`config.mk`:
```
export PLATFORM = sky130hd
export DESIGN_NAME = ring6_split_seq
export DESIGN_NICKNAME = d
export VERILOG_FILES = /design/src/rtl/ring6_pkg.sv /design/src/rtl/ring6_half.sv /design/src/rtl/ring6_index.sv /design/src/rtl/ring6_split_seq.sv
export SDC_FILE = /design/constraint.sdc
export NUM_CORES = 1
export LEC_CHECK = 0
export BUFFER_PORTS_ARGS = -buffer_cell sky130_fd_sc_hd__buf_4
export CAP_MARGIN = 25
export CORE_AREA = 2 2 39 41
export CTS_CLUSTER_DIAMETER = 40
export DETAILED_ROUTE_END_ITERATION = 12
export DIE_AREA = 0 0 41 43
export GPL_ROUTABILITY_DRIVEN = 0
export PLACE_DENSITY = 0.52
export SLEW_MARGIN = 5
export SYNTH_ARGS = -nofsm -noshare
export SYNTH_HDL_FRONTEND = slang
export SYNTH_SLANG_ARGS = --single-unit
```
`constraint.sdc`:
```
create_clock -name clk -period 3.8 [get_ports clk]
set_clock_uncertainty 0.05 [all_clocks]
set_input_delay 0.38 -clock clk [delete_from_list [all_inputs] [get_ports clk]]
set_output_delay 0.38 -clock clk [all_outputs]
set_load 0.01 [all_outputs]
```
`src/rtl/ring6_pkg.sv`:
```
package ring6_pkg;
  typedef enum logic [1:0] {
    CMD_HOLD = 2'd0,
    CMD_FWD  = 2'd1,
    CMD_BACK = 2'd2
  } step_cmd_t;

  function automatic int local_width(input int n_work);
    return $clog2(n_work + 1);
  endfunction

  function automatic int index_width(input int n_work);
    return $clog2(2 * n_work);
  endfunction
endpackage

```
`src/rtl/ring6_half.sv`:
```
module ring6_half
  import ring6_pkg::*;
#(
  parameter int LOCAL_N      = 3,
  parameter bit START_ACTIVE = 1'b0
) (
  input  logic                          clk,
  input  logic                          rst,
  input  step_cmd_t                     cmd,
  input  logic                          peer_last,
  input  logic                          peer_first,
  output logic [local_width(LOCAL_N)-1:0] state,
  output logic                          at_last,
  output logic                          at_first
);
  localparam int LW = local_width(LOCAL_N);
  localparam logic [LW-1:0] PARK = LW'(LOCAL_N);
  localparam logic [LW-1:0] LAST = LW'(LOCAL_N - 1);
  localparam logic [LW-1:0] ONE  = LW'(1);

  logic [LW-1:0] nxt;

  always_comb begin
    nxt = state;
    if (state == PARK) begin
      // wake only when the peer is leaving through the matching edge
      if (cmd == CMD_FWD && peer_last)       nxt = '0;
      else if (cmd == CMD_BACK && peer_first) nxt = LAST;
    end else begin
      unique case (cmd)
        CMD_FWD:  nxt = (state == LAST) ? PARK : state + ONE;
        CMD_BACK: nxt = (state == '0)   ? PARK : state - ONE;
        default:  nxt = state;
      endcase
    end
  end

  always_ff @(posedge clk) begin
    if (rst) state <= START_ACTIVE ? '0 : PARK;
    else     state <= nxt;
  end

  assign at_last  = (state == LAST);
  assign at_first = (state == '0);
endmodule

```
`src/rtl/ring6_index.sv`:
```
module ring6_index
  import ring6_pkg::*;
#(
  parameter int LOCAL_N = 3
) (
  input  logic [local_width(LOCAL_N)-1:0] lo_code,
  input  logic [local_width(LOCAL_N)-1:0] hi_code,
  output logic [index_width(LOCAL_N)-1:0] idx
);
  localparam int LW = local_width(LOCAL_N);
  localparam int IW = index_width(LOCAL_N);
  localparam logic [LW-1:0] PARK = LW'(LOCAL_N);

  always_comb begin
    if (lo_code != PARK) idx = IW'(lo_code);
    else                 idx = IW'(LOCAL_N) + IW'(hi_code);
  end
endmodule

```
`src/rtl/ring6_split_seq.sv`:
```
module ring6_split_seq
  import ring6_pkg::*;
#(
  parameter int LOCAL_N = 3
) (
  input  logic                                    clk,
  input  logic                                    rst,
  input  logic                                    up_cmd,
  input  logic                                    dn_cmd,
  output logic [ring6_pkg::index_width(LOCAL_N)-1:0] pos_idx,
  output logic [ring6_pkg::local_width(LOCAL_N)-1:0] lo_state,
  output logic [ring6_pkg::local_width(LOCAL_N)-1:0] hi_state
);
  localparam int LW = local_width(LOCAL_N);

  step_cmd_t cmd;
  logic [LW-1:0] code   [2];
  logic          last_f [2];
  logic          first_f[2];

  // forward wins so both halves always see the same single command
  always_comb begin
    if (up_cmd)      cmd = CMD_FWD;
    else if (dn_cmd) cmd = CMD_BACK;
    else             cmd = CMD_HOLD;
  end

  for (genvar h = 0; h < 2; h++) begin : g_half
    ring6_half #(
      .LOCAL_N     (LOCAL_N),
      .START_ACTIVE(h == 0)
    ) u_half (
      .clk       (clk),
      .rst       (rst),
      .cmd       (cmd),
      .peer_last (last_f[1-h]),
      .peer_first(first_f[1-h]),
      .state     (code[h]),
      .at_last   (last_f[h]),
      .at_first  (first_f[h])
    );
  end

  assign lo_state = code[0];
  assign hi_state = code[1];

  ring6_index #(.LOCAL_N(LOCAL_N)) u_index (
    .lo_code(code[0]),
    .hi_code(code[1]),
    .idx    (pos_idx)
  );
endmodule

```
==> summary.txt, run 1 <==
Run status
  – Outcome: completed

Final layout
  – Most flops, register: g_half.u_half.state
  – Fillcell total: roughly 160
  – Number of flip-flops in the largest register: 4
  – Regs by FF count: g_half.u_half.state: 4 flops
  – Fin nets: 68
  – ANT cells: 0
  – P&R area growth vs syn: 23.7%
  – Layout cells sized above 1: a little under a third

Setup path
  – Crit Reg-Reg Endpoint: g_half[0].u_half.state[0]
  – Kind of critical path: flip-flop to output port
  – CP Max Fanout: 10
  – R2r setup slk: 2.28 ns
  – Critical path required time: 3.37 ns
  – R2r worst-path depth: 4
  – Worst path cell trace: ha_1, mux2i_1, buf_4
  – CP max-delay cell: dfxtp_1
  – Worst Setup Start Kind: flip-flop
  – CP peak stage delay: 0.43 ns
  – Reg2Reg Launch Point: g_half[0].u_half.state[1]
  – Worst Setup End Kind: output port
  – Crit path arrival time: 1.42 ns

Timing
  – Setup TNS: 0 ns
  – Measured slew at the worst slew-check pin: 0.322 ns
  – Achievable clock frequency: 542 MHz
  – # setup viols final: 0
  – Slew headroom: 78.5%
  – Tmin final: 1.85 ns
  – Period utilization: 48.6%
  – Max-slew violation count: 0
  – Final hold vios: 0
  – RSZ-0062 raised after global routing: false
  – Final hold slack: between 0.3 and 0.4 ns
  – Setup ws final: 1.95 ns

Min path
  – Hold path start: rst
  – Worst min path class: primary input to flip-flop
  – Min-Delay Endpoint: g_half[0].u_half.state[1]
  – Worst Hold Path Cells: 2

GRT
  – Vias in the first global route: 333
  – Global route overflow: 0
  – Initial antenna violation count: 0
  – First-pass GRT wire length: 1330 microns
  – Gr usage total: 11.3%
  – Largest net degree at the start of global routing: 11

Routing
  – Drt via density: about 5
  – Via count: about 350
  – DRT Pass-1 Iters: 4
  – WL/cell: 10.9 microns
  – DR iter-0 viols: 5
  – Post-Route WL: 772 microns
  – DRC: 0
  – Post-route ant nets: 0

Synthesis
  – Cell count after synthesis: 44
  – Top cells by area in the synthesized netlist: ha_1 (21%), dfxtp_1 (19%), mux2i_1 (7.2%)
  – Most frequent cells after synthesis: ha_1 (7), inv_1 (5), dfxtp_1 (4), nand2b_1 (4), mux2i_1 (3)
  – Async SR Flop Fraction: 0%
  – Register area share after synthesis: 19.2%
  – Net count after synthesis: 55
  – Mapped cell area: 417 sq um
  – Ys flop type: dfxtp_1
  – Yosys warns: 0
  – FF+latch count, synth: 4
  – Post-synth EDFFs: 0
  – Post-synth top area cell: ha_1
  – Mean Syn Cell Area: 9.47 sq um
  – Most common cell in the netlist: ha_1
  – Synth unique cells: 24
  – Share of the synthesized area in the top cell type: 21.0%

Clock tree
  – CTS buffer count: 3
  – Clk buf depth: 2
  – CTS tree: done
  – Setup Buffers After CTS: 0
  – CTS resizes: 0
  – Hold_buf cts: 0
  – CTS H-tree lvls: 1
  – Clk sink count: 4
  – Clock transition at path regs: 0.04 ns
  – Clk_lat worst skew: 0.23 ns
  – CTS Root Cell: clkbuf_4

Place
  – Place WS: about 2.2 ns
  – Post-DP HPWL: 652 microns
  – I/O Buffers: 10

Die
  – Full die area: 1760 sq um
  – Die Wd: 41 microns
  – Die height: 43 microns
  – I/O Pins: 11
  – Initial Util: 30.1%
  – Rows: 14
  – Core Area: 1380 sq um

Pwr
  – LEAKAGE: 0.259 nW
  – Maximum vdd ir drop: about 0.00019 V
  – Pwr dens: 413 nW/um^2

Job
  – MaxCap Viol Count: 0
report_power, final:
| part | switching, mW | leakage, nW | internal, mW |
|---|---|---|---|
| clock | 0.0159 | 0.0138 | 0.0352 |
| combinational | 0.0501 | 0.212 | 0.0506 |
| sequential | 0.0108 | 0.0334 | 0.0502 |
cells by family (layout without fill, tap and decap cells):
kind of cell	Yosys count	count (layout)	share of synthesized area [%]
muxes	3	3	7.21
adders and majority gates	7	7	21.0
DFF	4	4	19.2
and+or+nand+nor	10	10	15.6
buffers and inverters	7	18	9.01
AOI/OAI and AO/OA	13	13	27.9
through the flow:
| step | instances | util, % | total power, mW | area (sq um) |
|---|---|---|---|---|
| after CTS | 71 | 37.3 | 0.217 | 515 |
| after floorplan | 44 | - | 0.130 | 417 |
| after global placement | 68 | 35.6 | 0.165 | 493 |
| after detailed placement | 68 | 35.6 | 0.164 | 493 |
| after global routing | 71 | 37.3 | 0.237 | 515 |
| final | 71 | 37.3 | 0.213 | 515 |
worst max-delay path by stage:
stage	start	slack (ns)	endpoint	depth (start not counted)
6_report	g_half[0].u_half.state[1]	1.95	pos_idx[0]	3
5_1_grt	g_half[0].u_half.state[1]	1.82	pos_idx[1]	4
4_1_cts	g_half[0].u_half.state[1]	1.93	pos_idx[0]	3
3_5_place_dp	g_half[0].u_half.state[1]	2.19	pos_idx[0]	3
3_3_place_gp	g_half[0].u_half.state[1]	2.13	pos_idx[0]	3
2_1_floorplan	g_half[1].u_half.state[0]	2.28	pos_idx[1]	3
routing by layer:
layer | share of wire (%) | up-vias | GRT usage, % | wire length [microns]
met5 | 0 | - | 0 | 0
met4 | 0 | 0 | 10.0 | 0
li1 | - | 181 | - | -
met2 | 48 | 6 | 14.4 | 368
met3 | 4.4 | 0 | 3.14 | 34
met1 | 48 | 158 | 14.7 | 369
worst max-delay path, delay by kind of cell, from the launching register on:
family / cells / cell delay, ns
fa+ha+maj: 1 / 0.39
buf+inv: 1 / 0.14
mux: 1 / 0.22
flops: 1 / 0.43
layout make-up:
class | count | area, sq um | share of cell area [%]
Multi-Input combinational cell | 33 | 299 | 58.0
Sequential cell | 4 | 80.1 | 15.5
Timing Repair Buffer | 10 | 75.1 | 14.6
Clock buffer | 3 | 22.5 | 4.37
Tap cell | 16 | 20.0 | 3.88
Inverter | 5 | 18.8 | 3.64
placed cells by master, fill, tap and decap left out, types with 2 or more instances in the layout:
cell	Yosys	routed
dfxtp_1	4	4
ha_1	7	7
inv_1	5	5
buf_4	1	10
a211oi_1	2	2
mux2i_1	3	3
nor2_1	2	2
clkbuf_4	0	3
nand2b_1	4	4
No activity file was read; power rests on OpenSTA's default activity.
==> inputs of run 2 (changes only) <==
clock period = 1.7 ns   (was 3.8 ns; I/O delays follow)
==> summary.txt, run 2 (same netlist as run 1, synthesis figures left out) <==
Run status
  – Outcome: completed

Job
  – MaxCap Viol Count: 0

Final layout
  – Commonest cells after routing, fill and taps aside: buf_4 (11), ha_1 (6), inv_1 (5), nand2b_1 (4), dfxtp_1 (4)
  – Fin area: 526 sq um
  – Fillcell total: between 150 and 200
  – Layout cells sized above 1: 33.9%
  – Multi-input gate area: approximately 300 sq um
  – Most flops, register: g_half.u_half.state
  – Commonest non-fill, non-tap cell in the layout: buf_4
  – Regs by FF count: g_half.u_half.state: 4 flops
  – ANT cells: 0
  – P&R area growth vs syn: 26.1%
  – Fin nets: around 70
  – Finished Core Util: 38.0%
  – Number of flip-flops in the largest register: 4
  – Storage cell area: 80.1 sq um

Timing
  – Final hold vios: 0
  – Slew headroom: between 80% and 90%
  – RSZ-0062 raised after global routing: false
  – Max-slew violation count: 0
  – Tmin final: 1.62 ns
  – Measured slew at the worst slew-check pin: 0.266 ns
  – # setup viols final: 0
  – Setup TNS: 0 ns
  – Period utilization: 95.3%
  – Achievable clock frequency: 618 MHz

Die
  – Core Area: 1380 sq um
  – Rows: 14
  – Die height: 43 microns
  – Initial Util: 30.1%
  – I/O Pins: 11
  – Full die area: ~1800 sq um
  – Die Wd: 41 microns

GRT
  – Gr usage total: 12.3%
  – First-pass GRT wire length: 1440 microns
  – Global route overflow: 0
  – Largest net degree at the start of global routing: 10
  – Initial antenna violation count: 0
  – Vias in the first global route: between 300 and 400

Setup path
  – Crit Reg-Reg Endpoint: g_half[1].u_half.state[1]
  – WP buf/inv: 2
  – Worst Setup End Kind: output port
  – Worst path cell trace: inv_1, ha_1, a21oi_1, buf_4
  – R2r worst-path depth: 4
  – Critical path required time: 1.48 ns
  – CP max-delay cell: dfxtp_1
  – Crit path arrival time: 1.40 ns
  – Kind of critical path: flip-flop to output port
  – CP Max Fanout: 6
  – Crit path max-delay family: flip-flops
  – CP peak stage delay: 0.42 ns
  – R2r setup slk: 0.17 ns
  – Reg2Reg Launch Point: g_half[1].u_half.state[0]
  – Worst Setup Start Kind: flip-flop

Routing
  – Via count: 359
  – DRC: 0
  – DRT Pass-1 Iters: 4
  – Post-route ant nets: 0
  – WL/cell: roughly 12 microns
  – Post-Route WL: 851 microns
  – DR iter-0 viols: 3
  – Drt via density: roughly 5

Pwr
  – Int Pwr: 308 uW
  – Sw frac: 37.0%
  – LEAKAGE: 0.263 nW
  – Psw: 181 uW
  – Maximum vdd ir drop: 0.000416 V
  – Comb power frac: 47.5%
  – Seq pwr share: 28.1%
  – Clock network fraction of total power: 24.3%
  – Pwr dens: 930 nW/um^2

Clock tree
  – CTS tree: done
  – CTS resizes: 0
  – CTS H-tree lvls: 1
  – Clock transition at path regs: around 0.030 ns
  – Clk_lat worst skew: 0.24 ns
  – CTS Root Cell: clkbuf_4
  – Clk sink count: 4
  – Hold_buf cts: 0
  – CTS buffer count: 3
  – Clk buf depth: 2
  – Setup Buffers After CTS: 0

Min path
  – Worst Hold Path Cells: 2
  – Worst min path class: primary input to flip-flop
  – Hold path start: rst
  – Min-Delay Endpoint: g_half[0].u_half.state[1]

Place
  – Placement Cell Area: 500 sq um
  – I/O Buffers: 10
  – Post-DP HPWL: between 600 and 700 microns
[run 2: cell count changes in the layout (fill, tap and decap cells not counted)]
| cell | before | now |
|---|---|---|
| ha_1 | 7 | 6 |
| buf_4 | 10 | 11 |
| ha_2 | 0 | 1 |
[run 2: area by class of cell]
cell class | instances | share of cell area, %
sequential | 4 | 15.2
multi-input combinational | 33 | 57.4
inverter | 5 | 3.57
timing repair buffer | 11 | 15.7
tap | 16 | 3.81
clock buffer | 3 | 4.29
[run 2: per-stage QoR]
step | instances | setup slack (ns) | power (mW) | hold slack [ns]
after floorplan | 44 | 0.205 | 0.290 | 0.196
after global placement | 69 | 0.160 | 0.375 | 0.338
after detailed placement | 69 | 0.162 | 0.370 | 0.332
after CTS | 72 | 0.0603 | 0.495 | 0.0819
after global routing | 72 | 0.0109 | 0.529 | 0.0909
final | 72 | 0.0807 | 0.489 | 0.0920
[run 2: power by group through the flow]
stage | combinational [mW] | sequential, mW | clock (mW)
global placement | 0.236 | 0.139 | 0
detailed placement | 0.231 | 0.139 | 0
floorplan | 0.148 | 0.142 | 0
CTS | 0.233 | 0.138 | 0.124
finish | 0.232 | 0.137 | 0.119
global route | 0.261 | 0.142 | 0.126
[run 2: worst max path at each step]
stage / from / to / slack (ns) / cells after the start
3_5_place_dp: g_half[1].u_half.state[0] / g_half[1].u_half.state[1] / 0.16 / 4
6_report: g_half[1].u_half.state[0] / pos_idx[1] / 0.08 / 4
4_1_cts: g_half[1].u_half.state[0] / pos_idx[1] / 0.06 / 4
5_1_grt: g_half[1].u_half.state[0] / pos_idx[1] / 0.01 / 4
3_3_place_gp: g_half[1].u_half.state[0] / g_half[1].u_half.state[1] / 0.16 / 4
2_1_floorplan: g_half[1].u_half.state[0] / g_half[1].u_half.state[1] / 0.20 / 4
[run 2: routing by layer]
metal,vias up,share of wire (%),track usage [%]
met5,-,0,0
met4,0,2.9,8.00
met3,4,4.1,4.71
met2,8,44,16.6
met1,164,49,15.7
li1,183,-,-
==> inputs of run 3 (changes only) <==
ABC_AREA = 1   (was default)
ABC_CLOCK_PERIOD_IN_PS = 1700   (was default)
==> summary.txt, run 3 <==
Clock tree
  – Clk sink count: 4
  – CTS Root Cell: clkbuf_4
  – CTS tree: done
  – Clk_lat worst skew: 0.23 ns
  – Clk buf depth: 2
  – CTS H-tree lvls: 1
  – Setup Buffers After CTS: 0
  – Clock transition at path regs: 0.03 ns
  – CTS buffer count: 3

Pwr
  – Seq pwr share: roughly a quarter
  – Comb power frac: 59.6%
  – LEAKAGE: around 0.32 nW
  – Power, Total: between 700 and 800 uW
  – Maximum vdd ir drop: ~0.00048 V
  – Clock network fraction of total power: 16.0%
  – Int Pwr: 391 uW
  – Sw frac: between 40% and 50%
  – Psw: 315 uW
  – Pwr dens: 1320 nW/um^2

Timing
  – Final hold vios: 0
  – Max-slew violation count: 0
  – RSZ-0062 raised after global routing: false
  – Period utilization: 93.7%
  – Measured slew at the worst slew-check pin: 0.252 ns
  – Slew headroom: 83.2%
  – Achievable clock frequency: around 630 MHz
  – Setup TNS: 0 ns
  – # setup viols final: 0
  – Tmin final: 1.59 ns

Synthesis
  – Async SR Flop Fraction: 0%
  – Top cells by area in the synthesized netlist: ha_1 (21%), dfxtp_1 (19%), nand2_1 (17%)
  – Yosys warns: 0
  – Most frequent cells after synthesis: nand2_1 (19), inv_1 (12), nand3_1 (8)
  – Cell count after synthesis: 69
  – Mapped cell area: approximately 420 sq um
  – Net count after synthesis: 80
  – Post-synth top area cell: ha_1
  – Share of the synthesized area in the top cell type: roughly a fifth
  – Post-synth EDFFs: 0
  – Most common cell in the netlist: nand2_1
  – Register area share after synthesis: 19.3%
  – Mean Syn Cell Area: between 6 and 7 sq um
  – Ys flop type: dfxtp_1
  – Synth unique cells: 11
  – FF+latch count, synth: 4

Place
  – I/O Buffers: 10
  – Placement Cell Area: around 510 sq um
  – Placed cells: 95
  – Post-DP HPWL: approximately 800 microns

Routing
  – Uppermost layer routed: met3
  – Met3 wire length: 44 microns
  – WL/cell: 9.78 microns
  – WL met1: ~440 microns
  – DR iter-0 viols: 11
  – Metal2 WL: roughly 480 microns
  – DRC: 0
  – DRT Pass-1 Iters: 4
  – Post-Route WL: 958 microns
  – Via count: 434
  – Post-route ant nets: 0
  – Drt via density: 4.43

Final layout
  – Commonest non-fill, non-tap cell in the layout: nand2_1
  – Fin nets: 95
  – Number of flip-flops in the largest register: 4
  – Non-Filler Instances: 98
  – Commonest cells after routing, fill and taps aside: nand2_1 (19), inv_1 (12), buf_4 (10), nand3_1 (8)
  – Fin area: 534 sq um
  – Layout cells sized above 1: between 20 and 25%
  – Regs by FF count: g_half.u_half.state: 4 flops
  – Most flops, register: g_half.u_half.state
  – Fillcell total: 166
  – Finished Core Util: 38.6%
  – P&R area growth vs syn: 28.6%
  – ANT cells: 0

Die
  – Die height: 43 microns
  – Rows: 14
  – I/O Pins: 11
  – Full die area: 1760 sq um
  – Core Area: 1380 sq um
  – Initial Util: 30.0%
  – Die Wd: 41 microns

Setup path
  – Crit path arrival time: 1.37 ns
  – Critical path required time: approximately 1.5 ns
  – Worst Setup End Kind: output port
  – CP Max Fanout: 5
  – Kind of critical path: flip-flop to output port
  – Worst Setup Start Kind: flip-flop

Job
  – MaxCap Viol Count: 0

GRT
  – Global route overflow: 0
  – Initial antenna violation count: 0
  – First-pass GRT wire length: ~1600 microns
  – Gr usage total: about 14%
  – Largest net degree at the start of global routing: 8
  – Vias in the first global route: 415

Min path
  – Worst min path class: primary input to flip-flop

Run status
  – Outcome: completed
==> run 3: changes by cell type in the layout (fill, tap and decap cells not counted), sizes merged, moves of 2 or more <==
cell | before | now
inv | 5 | 13
a211oi | 2 | 0
nand2 | 1 | 19
a221oi | 2 | 0
o21ai | 1 | 3
a21oi | 1 | 3
nand2b | 4 | 0
nand3 | 0 | 8
nand4 | 0 | 2
mux2i | 3 | 0
nor2b | 2 | 0
nor2 | 2 | 10
==> run 3: path summary, 6_finish.rpt <==
path                             startpoint                         to  slack [ns]  cells past startpoint
setup reg to reg  g_half[0].u_half.state[0]  g_half[1].u_half.state[1]        0.34                      6
hold / removal                          rst  g_half[0].u_half.state[0]        0.05                      2
hold reg to reg   g_half[1].u_half.state[0]  g_half[1].u_half.state[0]        0.46                      2
setup / recovery  g_half[1].u_half.state[1]                 pos_idx[1]        0.11                      4
==> run 3: what timing repair did <==
action	in CTS	in global routing
gates resized for setup	0	1
hold buffers	0	0
endpoints found under the hold margin	0	0
setup endpoints to repair	0	1
==> run 3: metrics by stage <==
stage               worst slack, ns  hold WS (ns)
floorplan                     0.336         0.189
global placement              0.266         0.284
detailed placement            0.266         0.291
CTS                          0.0112        0.0444
global route                 0.0150        0.0468
finish                        0.108        0.0524
==> run 3: critical path: stages, from the launching register on <==
cell and delay [ns]:
dfxtp_1 0.39, inv_1 0.09, ha_1 0.32, o21ai_0 0.20, buf_4 0.15
==> run 3: metal layers <==
layer  global-route usage [%]  vias up
met5                        0        -
met4                     10.0        0
met3                     3.14        0
met2                     19.4       12
met1                     18.3      181
li1                         -      241
==> run 3: layout make-up <==
cell class	count	area [sq um]	share of cell area, %
Clock buffer	3	22.5	4.22
Inverter	13	48.8	9.13
Multi-Input combinational cell	52	287	53.6
Sequential cell	4	81.3	15.2
Tap cell	16	20.0	3.75
Timing Repair Buffer	10	75.1	14.1
==> run 3: cell families (layout without fill, tap and decap cells) <==
kind of cell | after synthesis | count (layout) | synth area share [%]
adders and majority gates | 7 | 7 | 21.1
and+or+nand+nor | 39 | 39 | 40.7
DFF | 4 | 4 | 19.3
AOI/OAI and AO/OA | 6 | 6 | 7.23
buffers and inverters | 13 | 26 | 11.7
==> run 3: power by group through the flow <==
stage               logic (mW)  clock network (mW)  registers (mW)
floorplan                0.277                   0           0.176
global placement         0.426                   0           0.170
detailed placement       0.428                   0           0.171
CTS                      0.429               0.121           0.170
global route             0.503               0.130           0.178
finish                   0.421               0.113           0.173
